**config.mk**
```make
export PLATFORM = sky130hd
export DESIGN_NAME = dsp_acc_unit
export DESIGN_NICKNAME = d
export VERILOG_FILES = /design/src/rtl/dsp_acc_pkg.sv /design/src/rtl/dsp_acc_lane.sv /design/src/rtl/dsp_acc_round.sv /design/src/rtl/dsp_acc_unit.sv
export SDC_FILE = /design/constraint.sdc
export NUM_CORES = 1
export LEC_CHECK = 0
export BUFFER_PORTS_ARGS = -buffer_cell sky130_fd_sc_hd__buf_4
export CAP_MARGIN = 0
export CORE_UTILIZATION = 60
export DETAILED_ROUTE_END_ITERATION = 8
export PLACE_DENSITY = 0.83
export SLEW_MARGIN = 20
export SYNTH_ARGS = -nofsm -noshare
export SYNTH_HDL_FRONTEND = slang
export SYNTH_SLANG_ARGS = --single-unit
```
**constraint.sdc**
```tcl
create_clock -name clk -period 5 [get_ports clk]
set_input_delay 1 -clock clk [delete_from_list [all_inputs] [get_ports clk]]
set_output_delay 1 -clock clk [all_outputs]
set_load 0.1 [all_outputs]
```
**src/rtl/dsp_acc_pkg.sv**
```systemverilog
package dsp_acc_pkg;

    // Clamp boundary used when saturation is enabled
    typedef enum logic {
        SAT_FRAC = 1'b0,   // clamp to the 1.31 range
        SAT_FULL = 1'b1    // clamp to the full 40-bit range
    } sat_mode_e;

    // Rounding rule on the store path
    typedef enum logic {
        RND_CONV = 1'b0,   // round half up
        RND_EVEN = 1'b1    // convergent: ties go to even
    } rnd_mode_e;

    localparam int unsigned NUM_ACC = 2;

endpackage

```
**src/rtl/dsp_acc_lane.sv**
```systemverilog
module dsp_acc_lane
    import dsp_acc_pkg::*;
#(
    parameter int unsigned ACC_W   = 40,
    parameter int unsigned GUARD_W = 8
) (
    input  logic             clk,
    input  logic             rst_n,
    input  logic             add_en,
    input  logic [ACC_W-1:0] op,
    input  logic             sat_en,
    input  sat_mode_e        sat_mode,
    input  logic             clr,
    output logic [ACC_W-1:0] acc,
    output logic             guard_ovf,
    output logic             sticky
);
    localparam int unsigned FRAC_W = ACC_W - GUARD_W;
    localparam int unsigned SUM_W  = ACC_W + 1;
    localparam int unsigned CHK_W  = GUARD_W + 2;
    localparam int unsigned TOP_W  = GUARD_W + 1;

    localparam logic [ACC_W-1:0] MAX_FRAC = {{TOP_W{1'b0}}, {(FRAC_W-1){1'b1}}};
    localparam logic [ACC_W-1:0] MIN_FRAC = {{TOP_W{1'b1}}, {(FRAC_W-1){1'b0}}};
    localparam logic [ACC_W-1:0] MAX_FULL = {1'b0, {(ACC_W-1){1'b1}}};
    localparam logic [ACC_W-1:0] MIN_FULL = {1'b1, {(ACC_W-1){1'b0}}};

    logic [SUM_W-1:0] sum;
    logic             cat_ovf;
    logic             frac_out;
    logic [ACC_W-1:0] nxt;

    // Exact sum with one extra sign bit
    assign sum      = {acc[ACC_W-1], acc} + {op[ACC_W-1], op};
    assign cat_ovf  = sum[ACC_W] ^ sum[ACC_W-1];
    assign frac_out = sum[ACC_W -: CHK_W] != {CHK_W{sum[ACC_W]}};

    always_comb begin
        nxt = sum[ACC_W-1:0];
        if (sat_en) begin
            unique case (sat_mode)
                SAT_FRAC: if (frac_out) nxt = sum[ACC_W] ? MIN_FRAC : MAX_FRAC;
                SAT_FULL: if (cat_ovf)  nxt = sum[ACC_W] ? MIN_FULL : MAX_FULL;
                default:  nxt = sum[ACC_W-1:0];
            endcase
        end
    end

    always_ff @(posedge clk or negedge rst_n) begin
        if (!rst_n) begin
            acc    <= '0;
            sticky <= 1'b0;
        end else begin
            if (add_en) acc <= nxt;
            // a new overflow beats a clear in the same cycle
            sticky <= (sticky && !clr) || (add_en && cat_ovf);
        end
    end

    assign guard_ovf = acc[ACC_W-1 -: TOP_W] != {TOP_W{acc[ACC_W-1]}};

endmodule

```
**src/rtl/dsp_acc_round.sv**
```systemverilog
module dsp_acc_round
    import dsp_acc_pkg::*;
#(
    parameter int unsigned ACC_W   = 40,
    parameter int unsigned GUARD_W = 8,
    parameter int unsigned STORE_W = 16
) (
    input  logic [ACC_W-1:0]   acc,
    input  rnd_mode_e          mode,
    output logic [STORE_W-1:0] word
);
    localparam int unsigned FRAC_W = ACC_W - GUARD_W;
    localparam int unsigned RB     = FRAC_W - STORE_W;
    localparam int unsigned HI_W   = ACC_W - RB;
    localparam int unsigned CW     = HI_W - STORE_W + 2;
    localparam logic [RB-1:0] HALF = {1'b1, {(RB-1){1'b0}}};
    localparam logic [STORE_W-1:0] W_MAX = {1'b0, {(STORE_W-1){1'b1}}};
    localparam logic [STORE_W-1:0] W_MIN = {1'b1, {(STORE_W-1){1'b0}}};

    logic [HI_W-1:0] hi;
    logic [RB-1:0]   low;
    logic            up;
    logic [HI_W:0]   rnd;
    logic            oor;

    assign hi  = acc[ACC_W-1:RB];
    assign low = acc[RB-1:0];

    always_comb begin
        up = 1'b0;
        unique case (mode)
            RND_CONV: up = low[RB-1];
            RND_EVEN: up = (low > HALF) || ((low == HALF) && hi[0]);
            default:  up = 1'b0;
        endcase
    end

    assign rnd  = {hi[HI_W-1], hi} + {{HI_W{1'b0}}, up};
    assign oor  = rnd[HI_W -: CW] != {CW{rnd[HI_W]}};
    assign word = oor ? (rnd[HI_W] ? W_MIN : W_MAX) : rnd[STORE_W-1:0];

endmodule

```
**src/rtl/dsp_acc_unit.sv**
```systemverilog
module dsp_acc_unit
    import dsp_acc_pkg::*;
#(
    parameter int unsigned ACC_W   = 40,
    parameter int unsigned GUARD_W = 8,
    parameter int unsigned STORE_W = 16
) (
    input  logic               clk,
    input  logic               rst_n,
    input  logic [ACC_W-1:0]   op_i,
    input  logic               sel_b_i,
    input  logic               add_i,
    input  logic               sat_en_i,
    input  logic               sat_mode_i,
    input  logic               rnd_mode_i,
    input  logic               store_i,
    input  logic               clr_sa_i,
    input  logic               clr_sb_i,
    output logic [ACC_W-1:0]   acc_a_o,
    output logic [ACC_W-1:0]   acc_b_o,
    output logic [STORE_W-1:0] store_o,
    output logic               ova_o,
    output logic               ovb_o,
    output logic               sa_o,
    output logic               sb_o
);
    logic [ACC_W-1:0]   acc_q  [NUM_ACC];
    logic [NUM_ACC-1:0] add_v;
    logic [NUM_ACC-1:0] clr_v;
    logic [NUM_ACC-1:0] gov_v;
    logic [NUM_ACC-1:0] stk_v;
    logic [ACC_W-1:0]   st_src;
    logic [STORE_W-1:0] st_word;
    logic [STORE_W-1:0] store_q;

    assign add_v = {add_i & sel_b_i, add_i & ~sel_b_i};
    assign clr_v = {clr_sb_i, clr_sa_i};

    for (genvar g = 0; g < NUM_ACC; g++) begin : g_lane
        dsp_acc_lane #(
            .ACC_W   (ACC_W),
            .GUARD_W (GUARD_W)
        ) u_lane (
            .clk       (clk),
            .rst_n     (rst_n),
            .add_en    (add_v[g]),
            .op        (op_i),
            .sat_en    (sat_en_i),
            .sat_mode  (sat_mode_e'(sat_mode_i)),
            .clr       (clr_v[g]),
            .acc       (acc_q[g]),
            .guard_ovf (gov_v[g]),
            .sticky    (stk_v[g])
        );
    end

    assign st_src = sel_b_i ? acc_q[1] : acc_q[0];

    dsp_acc_round #(
        .ACC_W   (ACC_W),
        .GUARD_W (GUARD_W),
        .STORE_W (STORE_W)
    ) u_round (
        .acc  (st_src),
        .mode (rnd_mode_e'(rnd_mode_i)),
        .word (st_word)
    );

    always_ff @(posedge clk or negedge rst_n) begin
        if (!rst_n)       store_q <= '0;
        else if (store_i) store_q <= st_word;
    end

    assign acc_a_o = acc_q[0];
    assign acc_b_o = acc_q[1];
    assign store_o = store_q;
    assign ova_o   = gov_v[0];
    assign ovb_o   = gov_v[1];
    assign sa_o    = stk_v[0];
    assign sb_o    = stk_v[1];

endmodule

```
**Word-level counts from Yosys, hierarchy flattened**

Cells that the tools add are included.

- Bits in registers: 98
- Output and inout bits: 100
- Logic and storage cells: 48

- Add/sub/neg operators: 3
- Order comparisons: 1
- Equality and inequality tests: 6
- Muxes and demuxes: 16
- Bitwise logic cells: 7
- Reductions and logical operators: 10

Operator list:

| operator | number |
|---|---|
| $mux W40 | 11 |
| $pmux W40 S2 | 2 |
| $add A40 B40 Y41 | 2 |
| $mux W16 | 2 |
| $ne A9 B9 Y1 | 3 |
| $add A24 B2 Y25 | 1 |
| $eq A16 B16 Y1 const B | 1 |
| $gt A16 B16 Y1 const B | 1 |
| $ne A8 B8 Y1 | 2 |
| $logic_and A1 B1 Y1 | 5 |
| $logic_or A1 B1 Y1 | 3 |
| $not A1 Y1 | 3 |
| $and A1 B1 Y1 | 2 |
| $logic_not A1 Y1 | 2 |
| $pmux W1 S2 | 1 |
| $xor A1 B1 Y1 | 2 |

**Depth between registers and ports, before layout**

Gate-level depths: netlist (run 1).

- Word-level depth: 8
- Depth in mapped cells: 22
- Gate-level depth less buffers: 17

**Hierarchy**

From an unflattened synthesis (run 1), not the netlist that was laid out.

- Cell total of the unflattened synthesis: 1382
- Area total of the unflattened synthesis: 11507.3 sq um

By module, submodules not included:

| module | times used | cells each | area each (sq um) | sequential area each (sq um) |
|---|---|---|---|---|
| dsp_acc_lane (g_lane[0].u_lane) | 1 | 570 | 4695.8 | 1026.0 |
| dsp_acc_lane (g_lane[1].u_lane) | 1 | 602 | 4634.4 | 1026.0 |
| dsp_acc_unit | 1 | 81 | 1332.5 | 400.4 |
| dsp_acc_round | 1 | 129 | 844.6 | 0.0 |

**Worst setup path after synthesis (run 1)**

Ideal clock, no wire load.

- Kind: input -> register
- Start point: in sel_b_i
- End point: reg store_q[12], in the netlist store_o[12]
- Setup time: 0.149 ns
- Arrival: 5.239 ns
- Required time: 4.851 ns
- Path slack: -0.388 ns
- Stages on the path: 22
- Cell sequence: buf_6 buf_6 buf_6 clkbuf_1 buf_1 nor4b_1 nand4_1 o41ai_1 a21oi_1 ha_1 ha_1 inv_1 a221oi_2 nand4_2 o41ai_4 or4_1 mux2i_1 mux2i_1 a2111oi_2 nand3b_2 buf_6 o221ai_1

- Cells in the longest elaborated chain, start to end: 8

Ends and longest elaborated chain:

| what | RTL line | text |
|---|---|---|
| start: declaration | dsp_acc_unit.sv:11 | `input logic sel_b_i,` |
| $mux W40 (*) | dsp_acc_unit.sv:57 | `assign st_src = sel_b_i ? acc_q[1] : acc_q[0];` |
| parallel branches: the longest is 4 deep, another holds $gt A16 B16 Y1 | - |  |
| $add A24 B2 Y25 (*) | dsp_acc_round.sv:38 | `assign rnd = {hi[HI_W-1], hi} + {{HI_W{1'b0}}, up};` |
| $ne A9 B9 Y1 / $mux W16 (equally long branches) | dsp_acc_round.sv:39, dsp_acc_round.sv:40 |  |
| $mux W16 (*) | dsp_acc_round.sv:40 | `assign word = oor ? (rnd[HI_W] ? W_MIN : W_MAX) : rnd[STORE_W-1:0];` |
| end signal: assignment | dsp_acc_unit.sv:71 | `else if (store_i) store_q <= st_word;` |
| end: declaration | dsp_acc_unit.sv:34 | `logic [STORE_W-1:0] store_q;` |

Mark *: on every way between the ends.
A chain may end at the register's enable or synchronous reset.

**Worst setup path after layout (run 1)**

- Start point: in sel_b_i
- End point: reg store_q[5], in the netlist store_o[5]

Same word-level chain as after synthesis.

==> flow_metrics.env, run 1 <==
export IMPL_synth_seq_area_share=0.232
export IMPL_synth_cell_types=84
export IMPL_cpPeakStageDelay_ns=0.56
export IMPL_period_share=0.946
export IMPL_clk_path_buf_depth=2
export IMPL_clkLatencyLatePin_ns=0.36
export IMPL_synth_edf_count=0
export IMPL_nFillCells=1431
export IMPL_die_w_microns=135
export IMPL_htree_levels=3
export IMPL_overflow=0
export IMPL_synth_top_area_share=0.232
export IMPL_min_path_type="flop to flop"
export IMPL_final_setup_tns_ns=0
export IMPL_arrival_ns=4.96
export IMPL_ys_top_cells_by_area="dfrtp_1 23%, ha_1 9.7%, nor2_1 4.7%"
export IMPL_ios=150
export IMPL_worst_setup_path_start_kind="input pin"
export IMPL_drtIter0Drc=1168
export IMPL_final_nets=1536
export IMPL_hold_violations=0
export IMPL_yosys_warnings=0
export IMPL_post_drt_via_cell_ratio=6.84
export IMPL_start_util=0.613
export IMPL_first_pass_iters=9
export IMPL_syn_nets=1415
export IMPL_cts_sinks=98
export IMPL_skew_ns=0.0112
export IMPL_fp_dieArea_sq_um=18100
export IMPL_hpwl_microns=29100
export IMPL_grtUsageTotal=0.405
export IMPL_synthCells=1281
export IMPL_die_y_microns=135
export IMPL_critPathKind="input pin to flop"
export IMPL_fmaxAchievable_mhz=211
export IMPL_crit_slowest_cell="or4_1"
export IMPL_numCtsBuffers=9
export IMPL_period_needed_ns=4.73
export IMPL_crit_fanout=7
export IMPL_path_cells="buf_4 -> nor4_2 -> nand4_1 -> or4_1 -> o41ai_1 -> a21oi_1 -> ha_1 -> ha_1 -> inv_1 -> a221oi_2 -> nand4_2 -> o41ai_4 -> or4_1 -> mux2i_1 -> mux2i_1 -> a2111oi_4 -> nand3b_2 -> o221ai_2"
export IMPL_portBuffers=149
export IMPL_drt_total_wl_microns=37000
export IMPL_netlist_area_sq_um=10600
export IMPL_cp_top_family="simple AND/OR/NAND/NOR gates"
export IMPL_syn2layout_area_growth_pct=16.0
export IMPL_synth_commonest_cells="133 x nor2_1, 116 x nand2_1, 98 x dfrtp_1"
export IMPL_ant_nets=0
export IMPL_cts_hold_buf=0
export IMPL_max_slew_margin=0.427
export IMPL_post_drt_wl_per_cell_microns=22.7
export IMPL_grt_start_max_net_pins=66
export IMPL_outcome="finished with violations"
export IMPL_tightest_slew_ns=0.859
export IMPL_slew_viol_final=0
export IMPL_yosysTopAreaCell="dfrtp_1"
export IMPL_antenna_found_initial=1
export IMPL_finalSetupViolations=0
export IMPL_syn_area_per_cell_sq_um=8.25
export IMPL_grt_pass1_wl_microns=56600
export IMPL_vias=11200
export IMPL_rsz0062_at_grt="false"
export IMPL_yosys_most_used_dff="dfrtp_1"
export IMPL_drv_cap=0
export IMPL_synthArstFlopShare=1.00
export IMPL_grt_pass1_vias=10400
export IMPL_cp_end_kind="flop"
export IMPL_synth_seq_cells=98
export IMPL_root_buffer="clkbuf_16"
export IMPL_cp_data_required_time_ns=5.23
export IMPL_post_cts_buffers=0
export IMPL_timing_critical_path_buf_inv=2
export IMPL_core_area_sq_um=17200
export IMPL_violations="DRC"
export IMPL_drive_gt1_frac=0.193
export IMPL_cts_resized=0
export IMPL_yosysMostFrequentCell="nor2_1"
export IMPL_place_gp_congestion=0.989
export IMPL_drc=1
export IMPL_rows=48
export IMPL_cts_tree="built"
export IMPL_clk_pin_slew_ns=0.07
==> layer usage <==
layer / global-route usage / part of all wire / vias up
met5: 0 / 0 / -
met4: 0.147 / 0.032 / 0
met3: 0.0672 / 0.092 / 81
met2: 0.631 / 0.45 / 586
met1: 0.563 / 0.42 / 5357
li1: - / - / 5148
==> state kept, by name, indices dropped and copies added (netlist names) <==
register	flops
store_o	16
g_lane.u_lane.sticky	2
g_lane.u_lane.acc	80
==> final cells by class <==
class                      count  area (sq um)  share of cell area
sequential                    98          2450               0.200
tap                          225           282              0.0230
clock buffer                  10           239              0.0195
multi-input combinational   1065          7650               0.624
timing repair buffer         180          1390               0.113
clock inverter                 6          65.1             0.00531
antenna                        1          2.50            0.000204
inverter                      48           180              0.0147
==> tightest hold or removal path, delay by kind of cell, from the launching register on <==
kind	cells	cell delay (ns)
flops	1	0.38
mux	1	0.06
buf+inv	1	0.06
==> worst paths after layout <==
path / cells after the start / to / slack (ns) / from
min reg2reg: 2 / store_o[15]$_DFFE_PN0P_ / 0.53 / store_o[15]$_DFFE_PN0P_
max in group asynchronous: 2 / g_lane[0].u_lane.acc[38]$_DFFE_PN0P_ / 3.26 / rst_n
min: 2 / store_o[15]$_DFFE_PN0P_ / 0.53 / store_o[15]$_DFFE_PN0P_
max: 18 / store_o[5]$_DFFE_PN0P_ / 0.27 / sel_b_i
min in group asynchronous: 1 / g_lane[0].u_lane.acc[8]$_DFFE_PN0P_ / 0.73 / rst_n
max reg2reg: 17 / store_o[5]$_DFFE_PN0P_ / 0.49 / g_lane[0].u_lane.acc[7]$_DFFE_PN0P_
==> cell families (layout without fill, tap and decap cells) <==
kind of cell / Yosys count / count (layout) / share of synthesized area
AO/OA/AOI/OAI: 437 / 437 / 0.319
AND/OR/NAND/NOR: 429 / 430 / 0.200
other: 0 / 1 / 0
adder cells (fa/ha/maj): 84 / 84 / 0.101
buffers and inverters: 119 / 244 / 0.0484
flip-flops: 98 / 98 / 0.232
XOR/XNOR: 82 / 82 / 0.0687
multiplexers: 32 / 32 / 0.0313
==> layout by cell type (no fill, tap or decap), types with 13 or more instances in the layout <==
cell type,instances
buf_4,177
nor2_1,132
nand2_1,116
dfrtp_1,98
a21oi_1,94
ha_1,82
o21ai_0,70
inv_1,47
xnor2_1,47
nand4_1,37
xor2_1,34
a21o_1,27
a211oi_1,26
nand3_1,25
mux2i_1,24
nor3_1,23
a221o_1,22
a2111oi_2,21
and2_1,16
a31oi_1,15
a311oi_1,14
o211ai_1,13
==> per-stage QoR <==
stage	instances	util	setup WS [ns]	instance area [sq um]	hold slack, ns
final	1633	0.711	0.268	12300	0.527
after global routing	1633	0.711	0.0679	12300	0.555
after CTS	1631	0.709	0.263	12200	0.538
after detailed placement	1615	0.692	-0.0893	11900	0.529
after global placement	1615	0.692	-0.0570	11900	0.513
after floorplan	1281	-	0.0797	10600	0.704
Power of run 1 is left out: the tool's default activity adds up to more than one toggle a clock period on the data nets, which glitch-free logic cannot reach.
==> run 2: changes to the inputs <==
CORE_UTILIZATION = 64   (was 60)
PLACE_DENSITY = 0.88   (was 0.83)
clock period = 5.5 ns   (was 5 ns; I/O delays follow)
==> run 2 against run 1 <==
The run now ends clean. Die area decreased by 6.2%. Clock skew increased by 0.0027 ns. Critical path depth unchanged. First-iteration DRC count increased by 8.2%. Worst setup slack improved by 0.057 ns.
==> flow_metrics.env, run 2 (same netlist as run 1, synthesis figures left out) <==
export IMPL_fmaxAchievable_mhz=193
export IMPL_cp_end_kind="flop"
export IMPL_final_nets=1519
export IMPL_vias=11400
export IMPL_r2r_start="g_lane[0].u_lane.acc[7]$_DFFE_PN0P_"
export IMPL_layout_commonest_cell="buf_4"
export IMPL_skew_ns=0.0139
export IMPL_root_buffer="clkbuf_16"
export IMPL_arrival_ns=5.44
export IMPL_seq_area_sq_um=2450
export IMPL_hpwl_microns=28900
export IMPL_post_cts_buffers=0
export IMPL_overflow=0
export IMPL_dr_wl_met3_microns=4030
export IMPL_fp_dieArea_sq_um=17000
export IMPL_timing_critical_path_buf_inv=2
export IMPL_post_drt_wl_per_cell_microns=23.1
export IMPL_path_cells="buf_4 -> nor4_1 -> nand4_1 -> or4_1 -> o41ai_1 -> a21oi_1 -> ha_1 -> ha_1 -> inv_1 -> a221oi_2 -> nand4_2 -> o41ai_4 -> or4_1 -> o21ai_1 -> mux2i_1 -> a2111oi_2 -> nand2_1 -> o221ai_2"
export IMPL_period_share=0.941
export IMPL_wl_met1_microns=15100
export IMPL_core_area_sq_um=16000
export IMPL_min_path_type="flop to flop"
export IMPL_drt_total_wl_microns=37100
export IMPL_cts_tree="built"
export IMPL_place_gp_congestion=0.972
export IMPL_drive_gt1_frac=0.181
export IMPL_cts_resized=0
export IMPL_cp_startpoint="sel_b_i"
export IMPL_slew_viol_final=0
export IMPL_worst_setup_path_start_kind="input pin"
export IMPL_final_setup_tns_ns=0
export IMPL_rows=46
export IMPL_clkLatencyLatePin_ns=0.37
export IMPL_clk_path_buf_depth=2
export IMPL_drtIter0Drc=1264
export IMPL_grt_start_max_net_pins=55
export IMPL_multi_input_area_sq_um=7610
export IMPL_crit_slowest_cell="or4_1"
export IMPL_mostFrequentLayoutCells="163 x buf_4, 132 x nor2_1, 116 x nand2_1"
export IMPL_wl_met2_microns=16600
export IMPL_start_util=0.660
export IMPL_hold_violations=0
export IMPL_worst_path_stages=18
export IMPL_grt_pass1_vias=10100
export IMPL_cp_top_family="simple AND/OR/NAND/NOR gates"
export IMPL_first_pass_iters=7
export IMPL_ant_nets=0
export IMPL_cpPeakStageDelay_ns=0.58
export IMPL_finalSetupViolations=0
export IMPL_drv_cap=0
export IMPL_die_w_microns=130
export IMPL_crit_fanout=15
export IMPL_drc=0
export IMPL_ios=150
export IMPL_clk_pin_slew_ns=0.07
export IMPL_cp_data_required_time_ns=5.76
export IMPL_min_path_cells=2
export IMPL_max_slew_margin=0.349
export IMPL_period_needed_ns=5.18
export IMPL_post_drt_via_cell_ratio=7.13
export IMPL_r2r_cells=17
export IMPL_dpl_cell_area_sq_um=11800
export IMPL_rsz0062_at_grt="false"
export IMPL_grt_pass1_wl_microns=55800
export IMPL_fin_area_sq_um=12000
export IMPL_htree_levels=3
export IMPL_min_from="store_o[15]$_DFFE_PN0P_"
export IMPL_portBuffers=149
export IMPL_top_layer_used="met4"
export IMPL_largest_reg_flops=80
export IMPL_syn2layout_area_growth_pct=14.0
export IMPL_tightest_slew_ns=0.974
export IMPL_cts_sinks=98
export IMPL_outcome="complete, no violations"
export IMPL_numCtsBuffers=9
export IMPL_cts_hold_buf=0
export IMPL_antennaDiodeCount=0
export IMPL_grtUsageTotal=0.432
export IMPL_critPathKind="input pin to flop"
export IMPL_die_y_microns=130
export IMPL_antenna_found_initial=0
export IMPL_nFillCells=1207
export IMPL_regMostFlops="g_lane.u_lane.acc"
[run 2: cell count changes in the layout (fill, tap and decap cells not counted), sizes merged]
cell,previous run,this run
inv,49,48
clkbuf,10,12
buf,180,164
clkinv,3,2
nand3b,11,10
bufinv,1,0
diode,1,0
[run 2: worst register-to-register path: cells and delay by family (launching register included)]
kind                     cells  cell delay [ns]
adder cells (fa/ha/maj)      2             0.42
AND/OR/NAND/NOR              6             2.43
AO/OA/AOI/OAI                7             1.38
multiplexers                 1             0.10
buffers and inverters        1             0.12
flip-flops                   1             0.43
[run 2: area by class of cell]
cell class	instances	share of cell area
multi-input cells	1064	0.632
flip-flops and latches	98	0.204
repair buffers	164	0.103
well taps	216	0.0224
clock buffers	12	0.0213
inverters	48	0.0150
clock inverters	3	0.00208
[run 2: routing by layer]
| metal | track usage | vias up |
|---|---|---|
| met5 | 0 | - |
| met4 | 0.181 | 0 |
| met3 | 0.0908 | 135 |
| met2 | 0.666 | 739 |
| met1 | 0.586 | 5458 |
| li1 | - | 5115 |
[run 2: worst paths after layout]
| kind | endpoint | slack, ns |
|---|---|---|
| worst max-delay path | store_o[3]$_DFFE_PN0P_ | 0.32 |
| worst min-delay path | store_o[15]$_DFFE_PN0P_ | 0.52 |
| worst max register to register | store_o[3]$_DFFE_PN0P_ | 0.52 |
| worst min register to register | store_o[15]$_DFFE_PN0P_ | 0.52 |
| max in group asynchronous | g_lane[0].u_lane.acc[38]$_DFFE_PN0P_ | 3.61 |
| min in group asynchronous | g_lane[0].u_lane.acc[6]$_DFFE_PN0P_ | 0.74 |
[run 2: metrics by stage]
step	hold slack (ns)	util	worst slack, ns	std cells
floorplan	0.804	-	0.0121	1281
global placement	0.509	0.735	0.326	1590
detailed placement	0.517	0.735	0.0327	1590
CTS	0.527	0.753	0.385	1605
global route	0.566	0.753	0.0150	1605
finish	0.524	0.753	0.324	1605
Power of run 2 is left out for the same reason.
==> run 3: changes to the inputs <==
ABC_CLOCK_PERIOD_IN_PS = 5500   (was default)
CORE_UTILIZATION = 45   (was 64)
PLACE_DENSITY = 0.65   (was 0.88)
==> run 3 against run 2 <==
Maximum frequency up 6.9%. Design area up 1.3%. Wire length about the same. Register-to-register slack better by 0.27 ns. Sequential cell count unchanged. Worst setup slack better by 0.33 ns. First-iteration DRC count down 29%. Utilization down 22 points. Global-route usage down 12 points. Largest cell class unchanged. Highest routed layer unchanged.
==> flow_metrics.env, run 3 (same netlist as run 1, synthesis figures left out) <==
export IMPL_critPathKind="input pin to flop"
export IMPL_crit_slowest_cell="or4_1"
export IMPL_grt_pass1_vias=10100
export IMPL_die_y_microns=155
export IMPL_hpwl_microns=30300
export IMPL_cts_resized=0
export IMPL_max_slew_margin=0.299
export IMPL_first_pass_iters=5
export IMPL_vias=10700
export IMPL_cp_end_kind="flop"
export IMPL_dpl_cell_area_sq_um=11900
export IMPL_overflow=0
export IMPL_post_drt_via_cell_ratio=6.29
export IMPL_min_to="store_o[15]$_DFFE_PN0P_"
export IMPL_drtIter0Drc=901
export IMPL_drive_gt1_frac=0.186
export IMPL_antennaDiodeCount=0
export IMPL_cp_top_family="simple AND/OR/NAND/NOR gates"
export IMPL_rows=55
export IMPL_reg2reg_slack_ns=0.79
export IMPL_start_util=0.462
export IMPL_regMostFlops="g_lane.u_lane.acc"
export IMPL_grt_pass1_wl_microns=56700
export IMPL_ios=150
export IMPL_timing_critical_path_buf_inv=2
export IMPL_arrival_ns=5.04
export IMPL_portBuffers=149
export IMPL_htree_levels=3
export IMPL_tightest_slew_ns=1.05
export IMPL_clk_pin_slew_ns=0.06
export IMPL_fin_util=0.534
export IMPL_hold_violations=0
export IMPL_mostFrequentLayoutCells="170 x buf_4, 132 x nor2_1, 116 x nand2_1"
export IMPL_antenna_found_initial=0
export IMPL_layout_commonest_cell="buf_4"
export IMPL_nFillCells=2260
export IMPL_hold_ws_ns=0.519
export IMPL_ant_nets=0
export IMPL_outcome="complete, no violations"
export IMPL_post_cts_buffers=0
export IMPL_finalSetupViolations=0
export IMPL_drt_total_wl_microns=37200
export IMPL_place_gp_congestion=0.947
export IMPL_root_buffer="clkbuf_16"
export IMPL_drc=0
export IMPL_cts_hold_buf=0
export IMPL_worst_path_stages=18
export IMPL_numCtsBuffers=9
export IMPL_fin_area_sq_um=12200
export IMPL_r2r_cells=17
export IMPL_cts_sinks=98
export IMPL_path_cells="buf_4 -> nor4_1 -> nand4_1 -> or4_1 -> o41ai_1 -> a21oi_1 -> ha_1 -> ha_1 -> inv_1 -> a221oi_2 -> nand4_2 -> o41ai_4 -> or4_1 -> mux2i_1 -> mux2i_1 -> a2111oi_2 -> nand3b_2 -> o221ai_1"
export IMPL_period_needed_ns=4.84
export IMPL_largest_reg_flops=80
export IMPL_period_share=0.880
export IMPL_cp_data_required_time_ns=5.70
export IMPL_die_w_microns=155
export IMPL_cts_tree="built"
export IMPL_r2r_start="g_lane[0].u_lane.acc[7]$_DFFE_PN0P_"
export IMPL_clk_path_buf_depth=2
export IMPL_drv_cap=0
export IMPL_final_nets=1525
export IMPL_fmaxAchievable_mhz=207
export IMPL_skew_ns=0.0154
export IMPL_syn2layout_area_growth_pct=15.4
export IMPL_rsz0062_at_grt="false"
export IMPL_crit_fanout=15
export IMPL_cpPeakStageDelay_ns=0.55
export IMPL_grt_start_max_net_pins=63
export IMPL_post_drt_wl_per_cell_microns=21.8
export IMPL_final_setup_tns_ns=0
export IMPL_core_area_sq_um=22800
export IMPL_worst_setup_path_start_kind="input pin"
export IMPL_slew_viol_final=0
export IMPL_grtUsageTotal=0.307
export IMPL_min_path_type="flop to flop"
export IMPL_min_from="store_o[15]$_DFFE_PN0P_"
export IMPL_r2r_end="store_o[2]$_DFFE_PN0P_"
export IMPL_fp_dieArea_sq_um=24100
export IMPL_min_path_cells=2
export IMPL_clkLatencyLatePin_ns=0.36
## run 3: routing by layer
metal	wire (microns)	track usage	vias up	share of wire
met1	17200	0.434	5173	0.46
li1	-	-	5147	-
met5	0	0	-	0
met2	16600	0.483	358	0.45
met3	2340	0.0329	64	0.063
met4	1040	0.113	0	0.028
## run 3: metrics by stage
| step | setup WS (ns) | instances |
|---|---|---|
| finish | 0.658 | 1708 |
| global route | 0.315 | 1708 |
| CTS | 0.656 | 1708 |
| detailed placement | 0.306 | 1693 |
| global placement | 0.455 | 1693 |
| floorplan | 0.0121 | 1281 |
## run 3: final cells by class
type	count	area, sq um	share of cell area
inverter	48	180	0.0148
clock inverter	6	48.8	0.00400
clock buffer	9	225	0.0185
timing repair buffer	170	1280	0.105
sequential	98	2450	0.201
tap	313	392	0.0321
multi-input combinational	1064	7620	0.625
## run 3: worst register-to-register path, cell delays in order (launching register included)
cell       delay [ns]
dfrtp_1          0.45
nor4_1           0.53
nand4_1          0.14
or4_1            0.44
o41ai_1          0.10
a21oi_1          0.19
ha_1             0.24
ha_1             0.18
inv_1            0.12
a221oi_2         0.08
nand4_2          0.19
o41ai_4          0.11
or4_1            0.55
mux2i_1          0.15
mux2i_1          0.10
a2111oi_2        0.39
nand3b_2         0.41
o221ai_1         0.20
## run 3: worst max path at each step
stage	start	end	slack, ns
2_1_floorplan	sel_b_i	store_o[12]$_DFFE_PN0P_	0.01
3_3_place_gp	sel_b_i	store_o[13]$_DFFE_PN0P_	0.45
3_5_place_dp	sel_b_i	store_o[2]$_DFFE_PN0P_	0.31
4_1_cts	sel_b_i	store_o[2]$_DFFE_PN0P_	0.66
5_1_grt	sel_b_i	store_o[12]$_DFFE_PN0P_	0.31
6_report	sel_b_i	store_o[2]$_DFFE_PN0P_	0.66
Power of run 3 is left out for the same reason.
